<file path="src/rtl/sbox_tower_pkg.sv">
package sbox_tower_pkg;

  // Field widths of the tower levels
  localparam int BYTE_W = 8;
  localparam int NIB_W  = BYTE_W / 2;
  localparam int PAIR_W = NIB_W / 2;
  localparam int MAT_W  = BYTE_W * BYTE_W;

  // Scale constant for the top tower level: lambda = w*z, chosen with trace one
  localparam logic [NIB_W-1:0] LAMBDA = 4'b1000;
  // Affine constant of the AES byte substitution
  localparam logic [BYTE_W-1:0] AFF_C = 8'h63;

  // GF(4) over w^2 = w + 1
  function automatic logic [1:0] gf4_mul(logic [1:0] a, logic [1:0] b);
    logic [1:0] r;
    r[1] = (a[1] & b[1]) ^ (a[1] & b[0]) ^ (a[0] & b[1]);
    r[0] = (a[1] & b[1]) ^ (a[0] & b[0]);
    return r;
  endfunction

  // Squaring in GF(4), which is also its inversion
  function automatic logic [1:0] gf4_sq(logic [1:0] a);
    return {a[1], a[1] ^ a[0]};
  endfunction

  // Multiply by N = w
  function automatic logic [1:0] gf4_scale_n(logic [1:0] a);
    return {a[1] ^ a[0], a[1]};
  endfunction

  // GF(16) over z^2 = z + N
  function automatic logic [3:0] gf16_mul(logic [3:0] a, logic [3:0] b);
    logic [1:0] hh;
    hh = gf4_mul(a[3:2], b[3:2]);
    return {hh ^ gf4_mul(a[3:2], b[1:0]) ^ gf4_mul(a[1:0], b[3:2]),
            gf4_scale_n(hh) ^ gf4_mul(a[1:0], b[1:0])};
  endfunction

  function automatic logic [3:0] gf16_sq(logic [3:0] a);
    logic [1:0] hs;
    hs = gf4_mul(a[3:2], a[3:2]);
    return {hs, gf4_scale_n(hs) ^ gf4_mul(a[1:0], a[1:0])};
  endfunction

  // GF(256) over y^2 = y + LAMBDA
  function automatic logic [7:0] gf256_mul(logic [7:0] a, logic [7:0] b);
    logic [3:0] hh;
    hh = gf16_mul(a[7:4], b[7:4]);
    return {hh ^ gf16_mul(a[7:4], b[3:0]) ^ gf16_mul(a[3:0], b[7:4]),
            gf16_mul(hh, LAMBDA) ^ gf16_mul(a[3:0], b[3:0])};
  endfunction

  // Matrices: column j (bits j*8 +: 8) is the image of basis bit j
  function automatic logic [7:0] mat_apply(logic [63:0] m, logic [7:0] v);
    logic [7:0] r;
    r = '0;
    for (int j = 0; j < BYTE_W; j++) begin
      if (v[j]) r = r ^ m[j*BYTE_W +: BYTE_W];
    end
    return r;
  endfunction

  function automatic logic [63:0] mat_mul(logic [63:0] a, logic [63:0] b);
    logic [63:0] r;
    for (int j = 0; j < BYTE_W; j++) begin
      r[j*BYTE_W +: BYTE_W] = mat_apply(a, b[j*BYTE_W +: BYTE_W]);
    end
    return r;
  endfunction

  function automatic logic [7:0] mat_row(logic [63:0] m, int r);
    logic [7:0] row;
    for (int c = 0; c < BYTE_W; c++) begin
      row[c] = m[c*BYTE_W + r];
    end
    return row;
  endfunction

  // Tower element that is a root of x^8 + x^4 + x^3 + x + 1
  function automatic logic [7:0] find_root();
    logic [7:0] root;
    logic       found;
    root  = '0;
    found = 1'b0;
    for (int c = 2; c < 256; c++) begin
      logic [7:0] e, e2, e3, e4, e8;
      if (!found) begin
        e  = c[7:0];
        e2 = gf256_mul(e, e);
        e3 = gf256_mul(e2, e);
        e4 = gf256_mul(e2, e2);
        e8 = gf256_mul(e4, e4);
        if ((e8 ^ e4 ^ e3 ^ e ^ 8'h01) == 8'h00) begin
          root  = e;
          found = 1'b1;
        end
      end
    end
    return root;
  endfunction

  // AES field -> tower field: bit j maps to root^j
  function automatic logic [63:0] iso_mat();
    logic [63:0] m;
    logic [7:0]  beta, pw;
    beta = find_root();
    pw   = 8'h01;
    for (int j = 0; j < BYTE_W; j++) begin
      m[j*BYTE_W +: BYTE_W] = pw;
      pw = gf256_mul(pw, beta);
    end
    return m;
  endfunction

  // Inverse of a nonsingular matrix, found from the images of all bytes
  function automatic logic [63:0] mat_inverse(logic [63:0] m);
    logic [63:0] r;
    r = '0;
    for (int v = 0; v < 256; v++) begin
      logic [7:0] w;
      w = mat_apply(m, v[7:0]);
      for (int k = 0; k < BYTE_W; k++) begin
        if (w == (8'h01 << k)) r[k*BYTE_W +: BYTE_W] = v[7:0];
      end
    end
    return r;
  endfunction

  // Affine step: out bit i collects in bits i, i+4, i+5, i+6, i+7 (mod 8)
  function automatic logic [63:0] affine_mat();
    logic [63:0] m;
    for (int j = 0; j < BYTE_W; j++) begin
      for (int i = 0; i < BYTE_W; i++) begin
        int d;
        d = (j - i) & 7;
        m[j*BYTE_W + i] = (d == 0) || (d >= 4);
      end
    end
    return m;
  endfunction

  // Inverse affine step: out bit i collects in bits i+2, i+5, i+7 (mod 8)
  function automatic logic [63:0] inv_affine_mat();
    logic [63:0] m;
    for (int j = 0; j < BYTE_W; j++) begin
      for (int i = 0; i < BYTE_W; i++) begin
        int d;
        d = (j - i) & 7;
        m[j*BYTE_W + i] = (d == 2) || (d == 5) || (d == 7);
      end
    end
    return m;
  endfunction

endpackage

</file>
<file path="src/rtl/sbox_lin_map.sv">
module sbox_lin_map
  import sbox_tower_pkg::*;
#(
  parameter logic [63:0] MAT = 64'h8040_2010_0804_0201
) (
  input  logic [7:0] v_in,
  output logic [7:0] v_out
);

  // One XOR tree per output bit over the taps selected by that matrix row
  for (genvar r = 0; r < BYTE_W; r++) begin : g_row
    localparam logic [7:0] ROW = mat_row(MAT, r);
    assign v_out[r] = ^(ROW & v_in);
  end

endmodule

</file>
<file path="src/rtl/sbox_gf16_inv.sv">
module sbox_gf16_inv
  import sbox_tower_pkg::*;
(
  input  logic [3:0] a_in,
  output logic [3:0] a_inv
);

  logic [1:0] hi, lo;
  logic [1:0] norm, norm_inv;

  assign hi = a_in[3:2];
  assign lo = a_in[1:0];

  // Norm-like term; GF(4) inversion is a bit swap-and-add
  assign norm     = gf4_scale_n(gf4_sq(hi)) ^ gf4_mul(hi, lo) ^ gf4_sq(lo);
  assign norm_inv = gf4_sq(norm);
  assign a_inv    = {gf4_mul(norm_inv, hi), gf4_mul(norm_inv, hi ^ lo)};

  always_comb begin
    if (a_in != 4'h0) begin
      AST_NIB_INV_PRODUCT: assert (gf16_mul(a_in, a_inv) == 4'h1)
        else $error("nibble inverter product is not one");
    end else begin
      AST_NIB_INV_ZERO: assert (a_inv == 4'h0)
        else $error("nibble inverter maps zero to nonzero");
    end
  end

endmodule

</file>
<file path="src/rtl/sbox_gf256_inv.sv">
module sbox_gf256_inv
  import sbox_tower_pkg::*;
(
  input  logic [7:0] x_in,
  output logic [7:0] x_inv
);

  logic [3:0] hi, lo;
  logic [3:0] theta, theta_inv;

  assign hi = x_in[7:4];
  assign lo = x_in[3:0];

  assign theta = gf16_mul(gf16_sq(hi), LAMBDA) ^ gf16_mul(hi, lo) ^ gf16_sq(lo);

  sbox_gf16_inv u_nib_inv (
    .a_in  (theta),
    .a_inv (theta_inv)
  );

  assign x_inv = {gf16_mul(theta_inv, hi), gf16_mul(theta_inv, hi ^ lo)};

  always_comb begin
    if (x_in != 8'h00) begin
      AST_BYTE_INV_PRODUCT: assert (gf256_mul(x_in, x_inv) == 8'h01)
        else $error("byte inverter product is not one");
    end else begin
      AST_BYTE_INV_ZERO: assert (x_inv == 8'h00)
        else $error("byte inverter maps zero to nonzero");
    end
  end

endmodule

</file>
<file path="src/rtl/sbox_shared.sv">
module sbox_shared
  import sbox_tower_pkg::*;
(
  input  logic [7:0] byte_in,
  input  logic       inv_mode,
  output logic [7:0] byte_out
);

  // Linear maps derived at elaboration
  localparam logic [63:0] TO_TOWER   = iso_mat();
  localparam logic [63:0] FROM_TOWER = mat_inverse(TO_TOWER);
  localparam logic [63:0] FWD_OUT    = mat_mul(affine_mat(), FROM_TOWER);
  localparam logic [63:0] INV_IN     = mat_mul(TO_TOWER, inv_affine_mat());

  logic [7:0] fwd_in_t, inv_in_t, field_in;
  logic [7:0] field_inv, fwd_out_m, inv_out_m;

  // Input side: forward maps the byte straight in; inverse strips 0x63 first
  sbox_lin_map #(.MAT(TO_TOWER)) u_fwd_in (
    .v_in  (byte_in),
    .v_out (fwd_in_t)
  );

  sbox_lin_map #(.MAT(INV_IN)) u_inv_in (
    .v_in  (byte_in ^ AFF_C),
    .v_out (inv_in_t)
  );

  assign field_in = inv_mode ? inv_in_t : fwd_in_t;

  // Single inverter shared by both directions
  sbox_gf256_inv u_inv (
    .x_in  (field_in),
    .x_inv (field_inv)
  );

  // Output side: merged return map plus affine, or plain return map
  sbox_lin_map #(.MAT(FWD_OUT)) u_fwd_out (
    .v_in  (field_inv),
    .v_out (fwd_out_m)
  );

  sbox_lin_map #(.MAT(FROM_TOWER)) u_inv_out (
    .v_in  (field_inv),
    .v_out (inv_out_m)
  );

  assign byte_out = inv_mode ? inv_out_m : (fwd_out_m ^ AFF_C);

  always_comb begin
    AST_NO_FIXED_POINT: assert ((byte_out != byte_in) && (byte_out != ~byte_in))
      else $error("substitution produced a fixed or opposite fixed point");
    if (!inv_mode && byte_in == 8'h00) begin
      AST_FWD_ZERO_ANCHOR: assert (byte_out == 8'h63)
        else $error("forward zero anchor wrong");
    end
    if (inv_mode && byte_in == 8'h63) begin
      AST_INV_ZERO_ANCHOR: assert (byte_out == 8'h00)
        else $error("inverse zero anchor wrong");
    end
  end

endmodule

</file>
<file path="config.mk">
export PLATFORM = sky130hd
export DESIGN_NAME = sbox_shared
export DESIGN_NICKNAME = d
export VERILOG_FILES = /design/src/rtl/sbox_tower_pkg.sv /design/src/rtl/sbox_lin_map.sv /design/src/rtl/sbox_gf16_inv.sv /design/src/rtl/sbox_gf256_inv.sv /design/src/rtl/sbox_shared.sv
export SDC_FILE = /design/constraint.sdc
export NUM_CORES = 1
export LEC_CHECK = 0
export ABC_AREA = 1
export ABC_CLOCK_PERIOD_IN_PS = 10500
export BUFFER_PORTS_ARGS = -buffer_cell sky130_fd_sc_hd__buf_2
export CAP_MARGIN = 40
export CORE_MARGIN = 4
export CORE_UTILIZATION = 45
export DETAILED_ROUTE_END_ITERATION = 6
export GPL_TIMING_DRIVEN = 0
export PLACE_DENSITY_LB_ADDON = 0.12
export SETUP_SLACK_MARGIN = 0.4
export SKIP_LAST_GASP = 1
export SYNTH_ARGS = -nofsm -noshare
export SYNTH_HDL_FRONTEND = slang
export SYNTH_HIERARCHICAL = 1
export SYNTH_SLANG_ARGS = --single-unit
</file>
<file path="constraint.sdc">
create_clock -name vclk -period 10.5
set_input_delay 1.575 -clock vclk [all_inputs]
set_output_delay 1.575 -clock vclk [all_outputs]
set_load 0.02 [all_outputs]
</file>
# Word-level counts from Yosys, hierarchy flattened
# Cells that the tools add are included.
[op_classes] muxes=2 n_bitwise=152 n_reduce_logical=32
[ops] cell="parity 8 bit" n=32
[ops] cell="bitwise XOR 1 bit" n=68
[ops] cell="AND 1 bit" n=64
[ops] cell="bitwise XOR 2 bit" n=15
[ops] cell="two-way mux 8 bit" n=2
[ops] cell="bitwise XOR 4 bit" n=3
[ops] cell="NOT 4 bit" n=2
[totals] reg_bits=0 word_cells=186 in_bits=9

# Depth between registers and ports, before layout
[logic_depth] word_depth=28 mapped_depth=51 ltp_nobuf=50

# Hierarchy
# Netlist, hierarchy kept.
[by_module_without_submodules] mod="sbox_gf256_inv" area_per_inst_um2=1341.3 instances=1 cells_per_inst=267 seq_area_each_um2=0.0
[by_module_without_submodules] mod="sbox_lin_map at u_inv_in" area_per_inst_um2=389.1 instances=1 cells_per_inst=92 seq_area_each_um2=0.0
[by_module_without_submodules] mod="sbox_lin_map at u_fwd_out" area_per_inst_um2=292.8 instances=1 cells_per_inst=60 seq_area_each_um2=0.0
[by_module_without_submodules] mod="sbox_gf16_inv" area_per_inst_um2=275.3 instances=1 cells_per_inst=55 seq_area_each_um2=0.0
[by_module_without_submodules] mod="sbox_lin_map at u_inv_out" area_per_inst_um2=275.3 instances=1 cells_per_inst=54 seq_area_each_um2=0.0
[by_module_without_submodules] mod="sbox_shared" area_per_inst_um2=219.0 instances=1 cells_per_inst=52 seq_area_each_um2=0.0
[by_module_without_submodules] mod="sbox_lin_map at u_fwd_in" area_per_inst_um2=160.2 instances=1 cells_per_inst=31 seq_area_each_um2=0.0

# Worst setup path before layout
# OpenSTA, ideal clock, no wires.
[synth_path] kind="in2out" from="input port byte_in[0]" to="output port byte_out[5]" path_buffers=2 stages=38 arrival_ps=6122 slack_ps=2803 required_time_ps=8925 path_cell_list="inv_1 -> inv_2 -> nand2_1 -> nand2_1 -> nand2_1 -> nand3_1 -> nand2_1 -> nand2_1 -> nand2_1 -> buf_2 -> inv_1 -> ha_1 -> xor2_1 -> or2_1 -> nand2_1 -> nand2_1 -> nand2_1 -> ha_1 -> [... 2 more ...] -> nand2_1 -> nand2_1 -> nand2_1 -> nand2_1 -> nand3_1 -> xor2_1 -> inv_1 -> buf_4 -> nand2_1 -> o21ai_1 -> nand2_1 -> nand2_2 -> xor2_1 -> inv_1 -> nand2_1 -> nand2_2 -> xor2_1 -> o21ai_0"
[synth_between] word_cells_on_any_way=150 cone_classes="mux (2); bitwise (140); reduce/logical (8)"
[synth_rtl] item="start, declared" line="sbox_shared.sv:4" rtl="input logic [7:0] byte_in,"
[synth_rtl] item="NOT 4 bit (no line) *"
[synth_rtl] item="parity 8 bit *" line="sbox_lin_map.sv:13" rtl="assign v_out[r] = ^(ROW & v_in);"
[synth_rtl] item="named net inv_in_t[2]" line="sbox_shared.sv:15" rtl="logic [7:0] fwd_in_t, inv_in_t, field_in;"
[synth_rtl] item="two-way mux 8 bit *" line="sbox_shared.sv:29" rtl="assign field_in = inv_mode ? inv_in_t : fwd_in_t;"
[synth_rtl] item="named net field_in[2]" line="sbox_shared.sv:15"
[synth_rtl] item="AND 1 bit" line="sbox_tower_pkg.sv:18" rtl="r[0] = (a[1] & b[1]) ^ (a[0] & b[0]);"
[synth_rtl] item="bitwise XOR 1 bit" line="sbox_tower_pkg.sv:18"
[synth_rtl] item="bitwise XOR 2 bit (2 in series)" line="sbox_tower_pkg.sv:36" rtl="return {hh ^ gf4_mul(a[3:2], b[1:0]) ^ gf4_mul(a[1:0], b[3:2]),"
[synth_rtl] item="[... 2 more ...]"
[synth_rtl] item="named net u_inv.theta[2]" line="sbox_gf256_inv.sv:9" rtl="logic [3:0] theta, theta_inv;"
[synth_rtl] item="[... 7 more ...]"
[synth_rtl] item="named net u_inv.theta_inv[3]" line="sbox_gf256_inv.sv:9"
[synth_rtl] item="AND 1 bit" line="sbox_tower_pkg.sv:17" rtl="r[1] = (a[1] & b[1]) ^ (a[1] & b[0]) ^ (a[0] & b[1]);"
[synth_rtl] item="bitwise XOR 1 bit * (2 in series)" line="sbox_tower_pkg.sv:17"
[synth_rtl] item="bitwise XOR 2 bit *" line="sbox_tower_pkg.sv:37" rtl="gf4_scale_n(hh) ^ gf4_mul(a[1:0], b[1:0])};"
[synth_rtl] item="named net field_inv[4]" line="sbox_shared.sv:16" rtl="logic [7:0] field_inv, fwd_out_m, inv_out_m;"
[synth_rtl] item="parity 8 bit *" line="sbox_lin_map.sv:13"
[synth_rtl] item="named net fwd_out_m[5]" line="sbox_shared.sv:16"
[synth_rtl] item="NOT 4 bit (no line) *"
[synth_rtl] item="two-way mux 8 bit *" line="sbox_shared.sv:48" rtl="assign byte_out = inv_mode ? inv_out_m : (fwd_out_m ^ AFF_C);"
[synth_rtl] item="end, declared" line="sbox_shared.sv:6" rtl="output logic [7:0] byte_out"
# Mark *: on every way through the listed nets, which the timed path passes. The rest lies on a longest branch.

# Worst setup path after layout
[layout_path] from="input port byte_in[6]" to="output port byte_out[0]"
[layout_between] word_cells_on_any_way=159 cone_classes="mux (2); bitwise (147); reduce/logical (10)"
[layout_rtl] item="NOT 4 bit (no line) *"
[layout_rtl] item="parity 8 bit *" line="sbox_lin_map.sv:13"
[layout_rtl] item="named net inv_in_t[7]" line="sbox_shared.sv:15"
[layout_rtl] item="two-way mux 8 bit *" line="sbox_shared.sv:29"
[layout_rtl] item="named net field_in[7]" line="sbox_shared.sv:15"
[layout_rtl] item="AND 1 bit" line="sbox_tower_pkg.sv:17"
[layout_rtl] item="bitwise XOR 1 bit (2 in series)" line="sbox_tower_pkg.sv:17"
[layout_rtl] item="bitwise XOR 1 bit" line="sbox_tower_pkg.sv:29" rtl="return {a[1] ^ a[0], a[1]};"
[layout_rtl] item="[... 4 more ...]"
[layout_rtl] item="named net u_inv.theta[2]" line="sbox_gf256_inv.sv:9"
[layout_rtl] item="[... 7 more ...]"
[layout_rtl] item="named net u_inv.theta_inv[2]" line="sbox_gf256_inv.sv:9"
[layout_rtl] item="[... 1 more ...]"
[layout_rtl] item="bitwise XOR 1 bit (on tied branches)" line="sbox_tower_pkg.sv:17, sbox_tower_pkg.sv:18"
[layout_rtl] item="bitwise XOR 1 bit *" line="sbox_tower_pkg.sv:29"
[layout_rtl] item="bitwise XOR 2 bit *" line="sbox_tower_pkg.sv:37"
[layout_rtl] item="named net field_inv[1]" line="sbox_shared.sv:16"
[layout_rtl] item="parity 8 bit *" line="sbox_lin_map.sv:13"
[layout_rtl] item="named net fwd_out_m[0]" line="sbox_shared.sv:16"
[layout_rtl] item="NOT 4 bit (no line) *"
[layout_rtl] item="two-way mux 8 bit *" line="sbox_shared.sv:48"
# Marks and branches as above.

==> metrics.txt <==
# TYPE chip_impl_metric gauge
chip_impl_metric{name="maxCapViolations",unit=""} 0
chip_impl_metric{name="placement_rows",unit=""} 29
chip_impl_metric{name="grt_util_met3",unit="%"} 0.0922
chip_impl_metric{name="globalplace.congestion",unit=""} 0.856
chip_impl_metric{name="post-cts-setup-buffers",unit=""} 0
chip_impl_metric{name="setup-tns-final",unit="ns"} 0
chip_impl_metric{name="initialDrtViolationCount",unit=""} 118
chip_impl_metric{name="grt.met2_usage",unit="%"} 31.7
chip_impl_metric{name="worstPathArrival",unit="ns"} 6.87
chip_impl_metric{name="antenna_violating_nets_post_route",unit=""} 0
chip_impl_metric{name="syn_avg_cell_area",unit="um2"} 4.83
chip_impl_metric{name="ys_types",unit=""} 22
chip_impl_metric{name="grt_pass1_wl",unit="um"} 12000
chip_impl_info{name="outcome",value="finished clean"} 1
chip_impl_metric{name="largest_net_degree_at_the_start_of_global_routing",unit=""} 11
chip_impl_metric{name="worst_ep_required_time",unit="ns"} 8.93
chip_impl_metric{name="post_cts_hold_buffer_count",unit=""} 0
chip_impl_info{name="critical_path.slowest_cell",value="xnor2_1"} 1
chip_impl_info{name="busiest_layer",value="met2"} 1
chip_impl_metric{name="seq_area_frac_synth",unit="%"} 0
chip_impl_metric{name="clock_buffers",unit=""} 0
chip_impl_metric{name="layout.filler_cells",unit=""} 683
chip_impl_metric{name="coreArea",unit="um2"} 6350
chip_impl_metric{name="drt_pre_antenna_iters",unit=""} 5
chip_impl_metric{name="yosys_warnings",unit=""} 6
chip_impl_metric{name="route.vias.total",unit=""} 3459
chip_impl_metric{name="syn_area",unit="um2"} 2950
chip_impl_info{name="hp-start",value="inv_mode"} 1
chip_impl_metric{name="synth_cells",unit=""} 611
chip_impl_info{name="worst_setup_path_start_kind",value="primary input"} 1
chip_impl_metric{name="die_height",unit="um"} 89.0
chip_impl_metric{name="finalSetupViolations",unit=""} 0
chip_impl_info{name="worst_setup_path_startpoint",value="byte_in[6]"} 1
chip_impl_metric{name="cts_repair_resize_count",unit=""} 0
chip_impl_metric{name="largest_fanout_on_the_critical_path",unit=""} 7
chip_impl_metric{name="layout.nets",unit=""} 649
chip_impl_metric{name="fp.dieArea",unit="um2"} 7920
chip_impl_metric{name="die-width",unit="um"} 89.0
chip_impl_metric{name="floorplan.initialDensity",unit="%"} 46.5
chip_impl_metric{name="numSequentialCells",unit=""} 0
chip_impl_info{name="end_kind",value="output pin"} 1
chip_impl_info{name="worst-setup-path-type",value="primary input to output pin"} 1
chip_impl_info{name="setup_repair_after_global_routing_missed_its_margin",value="false"} 1
chip_impl_metric{name="clock.fmax",unit="GHz"} 0.118
chip_impl_metric{name="globalRoute.totalOverflow",unit=""} 0
chip_impl_metric{name="antenna-diode-count",unit=""} 0
chip_impl_metric{name="antenna_found_initial",unit=""} 0
chip_impl_metric{name="via_per_inst",unit=""} 4.91
chip_impl_info{name="hold_path.class",value="primary input to output pin"} 1
chip_impl_metric{name="grt.met1_usage",unit="%"} 24.8
chip_impl_metric{name="worst_slew_pin_slew",unit="ns"} 0.856
chip_impl_metric{name="minimum_clock_period",unit="ns"} 8.44
chip_impl_metric{name="area.growth.synth_to_final",unit="%"} 6.14
chip_impl_metric{name="net_count_after_synthesis",unit=""} 630
chip_impl_metric{name="hold_viol_final",unit=""} 0
chip_impl_metric{name="critical-path-max-stage-delay",unit="ns"} 0.56
chip_impl_metric{name="globalRouteTotalUtil",unit="%"} 17.7
chip_impl_metric{name="dpl_wire_length",unit="um"} 5860
chip_impl_metric{name="final-max-slew-violation-count",unit=""} 0
chip_impl_metric{name="regArea",unit="um2"} 0
chip_impl_metric{name="wl_per_cell",unit="um"} 9.82
chip_impl_info{name="critical_path.most_common_cell",value="nand2_1"} 1
chip_impl_metric{name="detail_route.drc_violations",unit=""} 0
chip_impl_metric{name="routed_wl",unit="um"} 6920
chip_impl_metric{name="slew_headroom",unit="%"} 42.7
chip_impl_metric{name="pin_count",unit=""} 17
chip_impl_metric{name="post-route-period-util",unit="%"} 80.4
chip_impl_metric{name="grt_pass1_vias",unit=""} 2878
chip_impl_metric{name="portBuffers",unit=""} 17
chip_impl_metric{name="final_layout_size_suffix_gt1_share",unit="%"} 10.7
chip_impl_metric{name="whs_path_depth",unit=""} 5
[through the flow]
stage	cells	cell area, um2	util (%)	worst slack [ns]	hold slack (ns)
final	705	3130	49.4	2.06	3.55
after global routing	705	3130	49.4	1.36	3.58
after CTS	705	3130	49.4	2.07	3.55
after detailed placement	705	3130	49.4	2.09	3.55
after global placement	705	3130	49.4	2.17	3.55
after floorplan	611	2950	-	2.80	3.34
[cells in the mapped netlist (all sizes together)]
cell type	count	share of area, %
o21ai	11	1.9
and2	1	0.21
nand2	361	48
nor2	4	0.51
nand3	56	9.5
xor2	25	7.4
nand3b	8	2.0
buf	15	4.2
or2	3	0.64
inv	72	9.2
o211ai	2	0.51
nand4	6	1.3
a21oi	6	1.0
xnor2	31	9.8
ha	10	4.2
[logic make-up after synthesis]
family	share of synthesized area (%)
buf+inv	13.4
xor+xnor	17.2
fa+ha+maj	4.24
compound gates	3.39
simple gates	61.7
[path summary, 6_finish.rpt]
| kind | endpoint | slack [ns] |
|---|---|---|
| hold / removal | byte_out[7] | 3.55 |
| setup / recovery | byte_out[0] | 2.06 |
[cell usage in the layout (no fill, tap or decap), drive strengths merged, types with 2 or more instances in the layout]
master  instances
nand2         361
o21ai          11
nand3b          8
nand3          56
ha             10
or2             3
o211ai          2
a21oi           6
buf            32
xor2           25
nor2            4
nand4           6
inv            72
xnor2          31
[area by class of cell]
class	count	area, um2	area share (%)
Buffer	15	123	3.91
Inverter	72	273	8.70
Multi-Input combinational cell	524	2560	81.6
Tap cell	77	96.3	3.07
Timing Repair Buffer	17	85.1	2.71
[critical path, delay by kind of cell]
| kind | cells | cell delay [ns] |
|---|---|---|
| xor gates and xnor gates | 3 | 0.92 |
| AOI/OAI and AO/OA | 1 | 0.13 |
| buffers and inverters | 7 | 0.82 |
| adders and majority gates | 2 | 0.49 |
| and+or+nand+nor | 29 | 2.95 |
[layer usage]
| metal | wire length [um] | vias up |
|---|---|---|
| met5 | 0 | - |
| met4 | 51 | 0 |
| met3 | 201 | 6 |
| met2 | 3160 | 56 |
| met1 | 3510 | 1489 |
| li1 | - | 1908 |
Power is not shown: default switching activity piles up to over one toggle a cycle in this logic, so the estimate is an artifact.
